File: config.mk
export PLATFORM = sky130hd
export DESIGN_NAME = sbuf_top
export DESIGN_NICKNAME = d
export VERILOG_FILES = /design/src/rtl/sbuf_pkg.sv /design/src/rtl/sbuf_word_queue.sv /design/src/rtl/sbuf_line_holder.sv /design/src/rtl/sbuf_drain_ctl.sv /design/src/rtl/sbuf_top.sv
export SDC_FILE = /design/constraint.sdc
export NUM_CORES = 1
export LEC_CHECK = 0
export ABC_AREA = 1
export BUFFER_PORTS_ARGS = -buffer_cell sky130_fd_sc_hd__clkbuf_2
export CAP_MARGIN = 20
export CORE_ASPECT_RATIO = 1.5
export CORE_MARGIN = 10
export CORE_UTILIZATION = 49
export DETAILED_ROUTE_END_ITERATION = 12
export PLACE_DENSITY = 0.82
export REMOVE_ABC_BUFFERS = 1
export SYNTH_ARGS = -nofsm -noshare
export SYNTH_HDL_FRONTEND = slang
export SYNTH_HIERARCHICAL = 1
export SYNTH_SLANG_ARGS = --single-unit
File: constraint.sdc
create_clock -name clk -period 10 [get_ports clk]
set_clock_uncertainty 0.05 [all_clocks]
set_input_delay 2.5 -clock clk [delete_from_list [all_inputs] [get_ports clk]]
set_output_delay 2.5 -clock clk [all_outputs]
set_load 0.02 [all_outputs]
File: src/rtl/sbuf_pkg.sv
package sbuf_pkg;
   // Source of the transfer currently owning the bus side
   typedef enum logic {
      SRC_WORD = 1'b0,
      SRC_LINE = 1'b1
   } sbuf_src_e;

   // Ordering policy between queued stores and the held line
   localparam int ORD_LINE_FIRST  = 0;
   localparam int ORD_CONFLICT    = 1;
endpackage

File: src/rtl/sbuf_word_queue.sv
module sbuf_word_queue #(
   parameter int AW    = 32,
   parameter int DW    = 32,
   parameter int DEPTH = 4,
   parameter int WOFF  = 2,
   parameter int LOFF  = 4
) (
   input  logic              clk,
   input  logic              rst_n,
   input  logic              enq_valid,
   input  logic [AW-1:0]     enq_addr,
   input  logic [DW-1:0]     enq_data,
   input  logic [DW/8-1:0]   enq_be,
   output logic              full,
   input  logic              deq,
   output logic              nonempty,
   output logic [AW-1:0]     head_addr,
   output logic [DW-1:0]     head_data,
   output logic [DW/8-1:0]   head_be,
   input  logic [AW-1:0]     probe_addr,
   output logic              probe_word_hit,
   input  logic [AW-1:0]     cmp_line_addr,
   output logic              cmp_line_hit
);
   localparam int BEW = DW / 8;
   localparam int PW  = $clog2(DEPTH);
   localparam int CW  = $clog2(DEPTH + 1);

   logic [AW-1:0]  addr_q [DEPTH];
   logic [DW-1:0]  data_q [DEPTH];
   logic [BEW-1:0] be_q   [DEPTH];
   logic [PW-1:0]  head_q;
   logic [PW-1:0]  tail_q;
   logic [CW-1:0]  cnt_q;
   logic           enq_ok;

   logic [DEPTH-1:0] live;
   logic [DEPTH-1:0] word_match;
   logic [DEPTH-1:0] line_match;

   assign full     = (cnt_q == CW'(DEPTH));
   assign nonempty = (cnt_q != '0);
   assign enq_ok   = enq_valid && !full;

   always_ff @(posedge clk) begin
      if (!rst_n) begin
         head_q <= '0;
         tail_q <= '0;
         cnt_q  <= '0;
      end else begin
         if (enq_ok) begin
            tail_q <= tail_q + PW'(1);
         end
         if (deq) begin
            head_q <= head_q + PW'(1);
         end
         cnt_q <= cnt_q + CW'(enq_ok) - CW'(deq);
      end
   end

   // Payload storage carries no reset; validity comes from the pointers
   always_ff @(posedge clk) begin
      if (enq_ok) begin
         addr_q[tail_q] <= enq_addr;
         data_q[tail_q] <= enq_data;
         be_q[tail_q]   <= enq_be;
      end
   end

   assign head_addr = addr_q[head_q];
   assign head_data = data_q[head_q];
   assign head_be   = be_q[head_q];

   // Per-entry occupancy and address comparators
   for (genvar i = 0; i < DEPTH; i++) begin : g_slot
      logic [PW-1:0] rel;
      assign rel           = PW'(i) - head_q;
      assign live[i]       = (CW'(rel) < cnt_q);
      assign word_match[i] = live[i] &&
                             ((addr_q[i] >> WOFF) == (probe_addr >> WOFF));
      assign line_match[i] = live[i] &&
                             ((addr_q[i] >> LOFF) == (cmp_line_addr >> LOFF));
   end

   assign probe_word_hit = |word_match;
   assign cmp_line_hit   = |line_match;
endmodule

File: src/rtl/sbuf_line_holder.sv
module sbuf_line_holder #(
   parameter int AW     = 32,
   parameter int LINE_W = 128,
   parameter int LOFF   = 4
) (
   input  logic              clk,
   input  logic              rst_n,
   input  logic              load_valid,
   input  logic [AW-1:0]     load_addr,
   input  logic [LINE_W-1:0] load_data,
   input  logic              pop,
   output logic              held,
   output logic [AW-1:0]     line_addr,
   output logic [LINE_W-1:0] line_data,
   input  logic [AW-1:0]     probe_addr,
   output logic              probe_line_hit
);
   logic              held_q;
   logic [AW-1:0]     addr_q;
   logic [LINE_W-1:0] data_q;
   logic              take;

   assign take = load_valid && !held_q;

   always_ff @(posedge clk) begin
      if (!rst_n) begin
         held_q <= 1'b0;
      end else if (take) begin
         held_q <= 1'b1;
      end else if (pop) begin
         held_q <= 1'b0;
      end
   end

   always_ff @(posedge clk) begin
      if (take) begin
         addr_q <= load_addr;
         data_q <= load_data;
      end
   end

   assign held           = held_q;
   assign line_addr      = addr_q;
   assign line_data      = data_q;
   assign probe_line_hit = held_q && ((addr_q >> LOFF) == (probe_addr >> LOFF));
endmodule

File: src/rtl/sbuf_drain_ctl.sv
module sbuf_drain_ctl
   import sbuf_pkg::*;
#(
   parameter int ORDER_MODE = ORD_CONFLICT
) (
   input  logic      clk,
   input  logic      rst_n,
   input  logic      bus_en,
   input  logic      word_pend,
   input  logic      line_pend,
   input  logic      line_conflict,
   input  logic      bus_ack,
   output logic      busy,
   output sbuf_src_e src,
   output logic      pop_word,
   output logic      pop_line
);
   logic      busy_q;
   sbuf_src_e src_q;
   logic      pick_line;
   logic      done;

   // Policy variant chosen at elaboration
   if (ORDER_MODE == ORD_LINE_FIRST) begin : g_line_first
      assign pick_line = line_pend;
   end else begin : g_conflict
      assign pick_line = line_pend && (line_conflict || !word_pend);
   end

   assign done = bus_en && busy_q && bus_ack;

   always_ff @(posedge clk) begin
      if (!rst_n) begin
         busy_q <= 1'b0;
         src_q  <= SRC_WORD;
      end else if (bus_en) begin
         if (busy_q) begin
            if (bus_ack) begin
               busy_q <= 1'b0;
            end
         end else if (word_pend || line_pend) begin
            busy_q <= 1'b1;
            src_q  <= pick_line ? SRC_LINE : SRC_WORD;
         end
      end
   end

   assign busy     = busy_q;
   assign src      = src_q;
   assign pop_word = done && (src_q == SRC_WORD);
   assign pop_line = done && (src_q == SRC_LINE);
endmodule

File: src/rtl/sbuf_top.sv
module sbuf_top
   import sbuf_pkg::*;
#(
   parameter int AW         = 32,
   parameter int DW         = 32,
   parameter int DEPTH      = 4,
   parameter int LINE_BYTES = 16,
   parameter int ORDER_MODE = ORD_CONFLICT
) (
   input  logic                    clk,
   input  logic                    rst_n,
   input  logic                    wr_valid,
   input  logic [AW-1:0]           wr_addr,
   input  logic [DW-1:0]           wr_data,
   input  logic [DW/8-1:0]         wr_be,
   output logic                    wr_stall,
   input  logic                    ev_valid,
   input  logic [AW-1:0]           ev_addr,
   input  logic [LINE_BYTES*8-1:0] ev_data,
   output logic                    ev_full,
   input  logic [AW-1:0]           rd_addr,
   output logic                    rd_hazard,
   input  logic                    bus_en,
   output logic                    bus_req,
   output logic                    bus_is_line,
   output logic [AW-1:0]           bus_addr,
   output logic [DW-1:0]           bus_data,
   output logic [DW/8-1:0]         bus_be,
   output logic [LINE_BYTES*8-1:0] bus_line,
   input  logic                    bus_ack
);
   localparam int BEW    = DW / 8;
   localparam int WOFF   = $clog2(BEW);
   localparam int LOFF   = $clog2(LINE_BYTES);
   localparam int LINE_W = LINE_BYTES * 8;

   // Elaboration-time parameter checks
   if (DW % 8 != 0 || DW < 8) begin : g_bad_dw
      $error("sbuf_top: DW must be a positive multiple of 8");
   end
   if (DEPTH < 2 || (DEPTH & (DEPTH - 1)) != 0) begin : g_bad_depth
      $error("sbuf_top: DEPTH must be a power of two, at least 2");
   end
   if ((LINE_BYTES & (LINE_BYTES - 1)) != 0 || LINE_BYTES < BEW) begin : g_bad_line
      $error("sbuf_top: LINE_BYTES must be a power of two no smaller than a word");
   end
   if (ORDER_MODE != ORD_LINE_FIRST && ORDER_MODE != ORD_CONFLICT) begin : g_bad_mode
      $error("sbuf_top: unknown ORDER_MODE");
   end

   logic              q_full;
   logic              q_nonempty;
   logic              q_pop;
   logic [AW-1:0]     q_addr;
   logic [DW-1:0]     q_data;
   logic [BEW-1:0]    q_be;
   logic              q_word_hit;
   logic              q_line_hit;

   logic              l_held;
   logic              l_pop;
   logic [AW-1:0]     l_addr;
   logic [LINE_W-1:0] l_data;
   logic              l_hit;

   logic              d_busy;
   sbuf_src_e         d_src;

   sbuf_word_queue #(
      .AW(AW), .DW(DW), .DEPTH(DEPTH), .WOFF(WOFF), .LOFF(LOFF)
   ) u_queue (
      .clk            (clk),
      .rst_n          (rst_n),
      .enq_valid      (wr_valid),
      .enq_addr       (wr_addr),
      .enq_data       (wr_data),
      .enq_be         (wr_be),
      .full           (q_full),
      .deq            (q_pop),
      .nonempty       (q_nonempty),
      .head_addr      (q_addr),
      .head_data      (q_data),
      .head_be        (q_be),
      .probe_addr     (rd_addr),
      .probe_word_hit (q_word_hit),
      .cmp_line_addr  (l_addr),
      .cmp_line_hit   (q_line_hit)
   );

   sbuf_line_holder #(
      .AW(AW), .LINE_W(LINE_W), .LOFF(LOFF)
   ) u_line (
      .clk            (clk),
      .rst_n          (rst_n),
      .load_valid     (ev_valid),
      .load_addr      (ev_addr),
      .load_data      (ev_data),
      .pop            (l_pop),
      .held           (l_held),
      .line_addr      (l_addr),
      .line_data      (l_data),
      .probe_addr     (rd_addr),
      .probe_line_hit (l_hit)
   );

   sbuf_drain_ctl #(
      .ORDER_MODE(ORDER_MODE)
   ) u_drain (
      .clk           (clk),
      .rst_n         (rst_n),
      .bus_en        (bus_en),
      .word_pend     (q_nonempty),
      .line_pend     (l_held),
      .line_conflict (l_held && q_line_hit),
      .bus_ack       (bus_ack),
      .busy          (d_busy),
      .src           (d_src),
      .pop_word      (q_pop),
      .pop_line      (l_pop)
   );

   assign wr_stall    = q_full;
   assign ev_full     = l_held;
   assign rd_hazard   = q_word_hit || l_hit;

   assign bus_req     = d_busy;
   assign bus_is_line = (d_src == SRC_LINE);
   assign bus_addr    = (d_src == SRC_LINE) ? l_addr : q_addr;
   assign bus_data    = q_data;
   assign bus_be      = (d_src == SRC_LINE) ? {BEW{1'b1}} : q_be;
   assign bus_line    = l_data;
endmodule

Word-level counts from Yosys, hierarchy flattened
Memory sizes are Yosys's and may differ from the RTL's. A register that Yosys moved wholly into a read port is not among the register bits.
Cells that the tools add are included.
{"block": "classes", "eq_ne": 10, "mux": 16, "bitwise_logic": 2, "n_reduce_logical": 28, "add_sub_neg": 8, "order_cmp": 4}
{"cell": "equality test 28 bit", "n": 5}
{"cell": "equality test 30 bit", "n": 4}
{"cell": "2-to-1 mux 32 bit", "n": 1}
{"cell": "logical AND 1 bit", "n": 17}
{"cell": "less-than comparator 2 x 3 -> 1 bit", "n": 4}
{"cell": "2-to-1 mux 2 bit", "n": 6}
{"cell": "2-to-1 mux 1 bit", "n": 8}
{"cell": "OR reduction 4 bit", "n": 2}
{"cell": "adder 2 x 1 -> 2 bit (second input constant)", "n": 2}
{"cell": "2-to-1 mux 4 bit", "n": 1}
{"cell": "subtractor 1 x 2 -> 2 bit (first input constant)", "n": 2}
{"cell": "subtractor 2 bit (first input constant)", "n": 2}
{"cell": "adder 3 x 1 -> 3 bit", "n": 1}
{"cell": "equality test 3 bit (second input constant)", "n": 1}
{"cell": "zero test 1 bit", "n": 3}
{"cell": "logical OR 1 bit", "n": 3}
{"cell": "AND reduction 3 bit", "n": 1}
{"cell": "nonzero test 3 bit", "n": 1}
{"cell": "subtractor 3 x 1 -> 3 bit", "n": 1}
{"cell": "inverter 1 bit", "n": 2}
{"cell": "nonzero test 2 bit", "n": 1}
{"block": "word_totals", "in_bits": 266, "mem_bits_rw": 272, "out_inout_bits": 201, "n_memories": 3, "elab_cells": 79, "regBits": 170}
{"memory": "u_queue.addr_q", "words": 4, "width": 32, "rd": 5, "rd_ports_with_merged_regs": 1, "write_ports": 1, "line": "sbuf_word_queue.sv:29", "text": "logic [AW-1:0] addr_q [DEPTH];"}
{"memory": "u_queue.data_q", "words": 4, "width": 32, "rd": 1, "rd_ports_with_merged_regs": 1, "write_ports": 1, "line": "sbuf_word_queue.sv:30", "text": "logic [DW-1:0] data_q [DEPTH];"}
{"memory": "u_queue.be_q", "words": 4, "width": 4, "rd": 1, "rd_ports_with_merged_regs": 1, "write_ports": 1, "line": "sbuf_word_queue.sv:31", "text": "logic [BEW-1:0] be_q [DEPTH];"}

Longest topological paths before layout
{"block": "depth", "ltp_word": 8, "ltp_mapped": 16, "mapped_depth_nobuf": 16}

Modules after synthesis
Netlist, hierarchy kept.
{"module": "sbuf_word_queue", "cells_each": 1457, "instances": 1, "area_per_inst_um2": 14051.0, "seq_area_each_um2": 8348.0}
{"module": "sbuf_line_holder", "cells_each": 318, "instances": 1, "area_per_inst_um2": 5434.0, "seq_area_each_um2": 4824.6}
{"module": "sbuf_top", "cells_each": 111, "instances": 1, "area_per_inst_um2": 503.0, "seq_area_each_um2": 0.0}
{"module": "sbuf_drain_ctl", "cells_each": 21, "instances": 1, "area_per_inst_um2": 131.4, "seq_area_each_um2": 40.0}

Worst setup path before layout
Ideal clock, no wire load.
{"block": "synth_path", "kind": "input to register", "from": "input port ev_valid", "to": "register u_line.addr_q[0], in the netlist u_line/line_addr[0], enable pin", "cell_stages": 2, "setup_time_ns": 0.688, "path_buffers": 0, "slack_ns": 0.003, "required_time_ns": 9.262, "arrival_time_ns": 9.259, "cell_sequence": "inv_1 -> nor2_1"}
{"block": "synth_via", "elab_chain_cells": 1}
{"item": "from (decl)", "line": "sbuf_top.sv:17", "text": "input logic ev_valid,"}
{"item": "logical AND 1 bit", "line": "sbuf_line_holder.sv:23", "text": "assign take = load_valid && !held_q;"}
{"item": "named net u_line.take", "line": "sbuf_line_holder.sv:21", "text": "logic take;"}
{"item": "to (signal assigned)", "line": "sbuf_line_holder.sv:37", "text": "addr_q <= load_addr;"}
{"item": "to (decl)", "line": "sbuf_line_holder.sv:19", "text": "logic [AW-1:0] addr_q;"}
The timed path passes the listed nets, and every way through them passes these cells.
A chain may end at the register's enable or synchronous reset.

Worst setup path after layout
{"block": "layout_path", "from": "input port rd_addr[27]", "to": "output port rd_hazard"}
{"block": "layout_via", "elab_chain_cells": 4, "word_cells_on_any_way": 12, "classes_between": "eq/ne: 5; reduce/logical: 7"}
{"item": "from (decl)", "line": "sbuf_top.sv:21", "text": "input logic [AW-1:0] rd_addr,"}
{"item": "equality test 30 bit", "line": "sbuf_word_queue.sv:80", "text": "((addr_q[i] >> WOFF) == (probe_addr >> WOFF));"}
{"item": "logical AND 1 bit", "line": "sbuf_word_queue.sv:79", "text": "assign word_match[i] = live[i] &&"}
{"item": "OR reduction 4 bit *", "line": "sbuf_word_queue.sv:85", "text": "assign probe_word_hit = |word_match;"}
{"item": "named net q_word_hit", "line": "sbuf_top.sv:57", "text": "logic q_word_hit;"}
{"item": "logical OR 1 bit *", "line": "sbuf_top.sv:124", "text": "assign rd_hazard = q_word_hit || l_hit;"}
{"item": "to (decl)", "line": "sbuf_top.sv:22", "text": "output logic rd_hazard,"}
The timed path passes the listed nets; every way through them passes the cells marked *.

==> results.toml <==
[critical_path]
arrival_ps = 4170
critPathCaptureType = "output port"
cp_data_required_time_ps = 7450
setup.worst_path.start_class = "primary input"
cp_common_cell = "nor2_1"
path_cells = "clkbuf_2 -> inv_1 -> nand2_1 -> o21ai_0 -> nor2_1 -> nand2_1 -> nor2_1 -> nand3_1 -> nor2_1 -> nor2_1 -> nand2_1 -> or2_2 -> clkbuf_2"
crit_fanout = 6
crit_buf_inv = 3
cp_top_family = "simple AND/OR/NAND/NOR gates"
slowest_delay_ps = 190
crit_type = "in -> out"
cp_slowest_cell = "clkbuf_2"
reg2regPathDepth = 5
cp.depth = 13

[layout]
layout_common_cells = "nand2_1, clkbuf_2, edfxtp_1, nor2_1, inv_1"
layout.cells.most_common = "nand2_1"
fillers = 3281
fin_area_sq_um = 24400
drive_above_1_share = 0.250
multi_input_area_sq_um = 5900
seq_area_sq_um = 13200
fin_nets = 2642
area_growth_pct = 21.1

[timing]
rsz0062_at_grt = "no"
max_freq_ghz = 0.149
slew_headroom = 0.272
worstMarginPinSlew_ps = 1090
setup_viol = 0
slew_violations = 0
post-route-period-util = 0.672
fin_crit_ps = 6720
hold_viol = 0
fin_tns_setup_ps = 0

[placement]
dpl_cell_area_sq_um = 22900
gp_congestion = 1.04
io_buffers = 464
hpwlAfterDp_microns = 59400

[min_path]
hold_class = "reg -> reg"
hold_depth = 1

[synth]
seq_area_frac_synth = 0.657
avgSynthCellArea_sq_um = 10.6
synthTopCellsByArea = "edfxtp_1, nand2_1, nor2_1"
synth-edff-count = 432
synth_area_leader_cell = "edfxtp_1"
yosys_most_used_dff = "edfxtp_1"
netlist_area_sq_um = 20100
yosysTopAreaCellShare = 0.645
yosys_warnings = 6
ys_seq_elements = 444
synthArstFlopShare = 0
synth.distinct_cells = 36
syn_inst = 1907

[detailed_routing]
vias = 15850
via_per_inst = 5.44
drc = 0
detail_route.wl_per_cell_microns = 26.9
antenna_left = 0
wl_microns = 78300
first_iter_violations = 1543
dr.pass1.iters = 6

[power_and_ir_drop]
finalPower_mw = 5.01
seqPwrFrac = 0.471
power_density_nw_per_um2 = 206
swShare = 0.301
peakVddDrop_v = 0.000168
power.switching_mw = 1.51
p_int_mw = 3.50
power_frac_clock = 0.341
comb_power_share = 0.189
power.leakage_nw = 10.5

[cts]
cts_tree = "done"
cts_setup_buffers = 0
ctsLongestPathBuffers = 3
cts-hold-fix-buffers = 0
cts_buffers = 42
clock_sinks = 444
clockRootBuffer = "clkbuf_16"
cts-resized-gates = 0
path_clk_slew_ps = 60
htreeDepth = 2
clkLatencyLatePin_ps = 570

[floorplanning]
chipWidth_microns = 185
num_io_pins = 467
die_area_sq_um = 49700
die_h_microns = 268
row_count = 90
core_sq_um = 40400
start_util = 0.498

[outcome]
status = "complete, no violations"

[global_route]
grt_pass1_wl_microns = 108000
grtUsageTotal = 0.306
grt.overflow.total = 0
antenna_found_initial = 16
grt_pass1_vias = 15723
grt_max_degree = 82

[run]
maxCapViolations = 0
## path summary, 6_finish.rpt
kind | to | slack (ps) | start
max | rd_hazard | 3280 | rd_addr[27]
min | u_queue/tail_q[0] | 460 | u_queue/tail_q[0]
max reg2reg | u_queue/data_q[1][21] | 6980 | u_queue/cnt_q[1]
min reg2reg | u_queue/tail_q[0] | 460 | u_queue/tail_q[0]
## state kept, by name, summed over array words and instances (netlist names), named ones only
name              flops
u_queue/data_q      128
u_queue/be_q         16
u_line/line_data    128
u_line/held           1
u_queue/head_q        2
u_queue/addr_q      128
u_drain/src           1
u_queue/tail_q        2
u_drain/busy          1
u_queue/cnt_q         3
u_line/line_addr     32
## power by group through the flow
stage               registers (mW)  clock network [mW]  logic [mW]
floorplan                     2.43                   0       0.459
finish                        2.36                1.71       0.945
CTS                           2.36                1.73       0.946
global route                  2.37                1.79        1.01
detailed placement            2.39                   0       0.940
global placement              2.38                   0       0.926
## cell type report
class / instances / share of cell area
Inverter: 186 / 0.0291
Timing Repair Buffer: 475 / 0.0987
Multi-Input combinational cell: 1216 / 0.242
Clock inverter: 27 / 0.0164
Sequential cell: 444 / 0.543
Clock buffer: 48 / 0.0441
Tap cell: 506 / 0.0260
Antenna cell: 10 / 0.00103
## worst register-to-register path: cells and delay by family, from the launching register on
| family | cells | cell delay, ps |
|---|---|---|
| buf+inv | 2 | 930 |
| simple gates | 3 | 1150 |
| flops | 1 | 470 |
## synthesized netlist by cell type (6+ instances only)
cell      instances
inv_2            29
dfxtp_1          12
nand3_1          20
buf_2            30
clkbuf_1         15
xor2_1           75
o22ai_1          58
inv_1           156
o21ai_0         151
a21oi_1          45
buf_4             7
nand4_1           8
or2_2             6
nor2_1          272
nand2_1         477
xnor2_1          54
nand2_2           7
edfxtp_1        432
o21ai_1          13
ha_1             10
## logic make-up (layout without fill, tap and decap cells)
group,Yosys count,in the layout,share of synthesized area
XOR/XNOR,129,129,0.0562
buffers and inverters,247,736,0.0519
flip-flops,444,444,0.657
AO/OA/AOI/OAI,271,271,0.0716
adder cells (fa/ha/maj),11,11,0.00721
other,0,10,0
AND/OR/NAND/NOR,805,805,0.156
## layer usage
layer | vias up | wire [microns] | track usage
li1 | 7272 | - | -
met1 | 7537 | 28500 | 0.361
met2 | 907 | 39400 | 0.524
met3 | 126 | 7490 | 0.0784
met4 | 8 | 2970 | 0.119
met5 | - | 42 | 0
## stage by stage
step           setup slack, ps   util  hold slack (ps)  cells
2_1_floorplan             3.10      -              413   1846
3_3_place_gp              3280  0.566              429   2827
3_5_place_dp              3290  0.566              450   2827
4_1_cts                   3290  0.602              464   2902
5_1_grt                   3150  0.603              480   2910
6_report                  3280  0.603              457   2912
(Power assumes the default switching activity.)
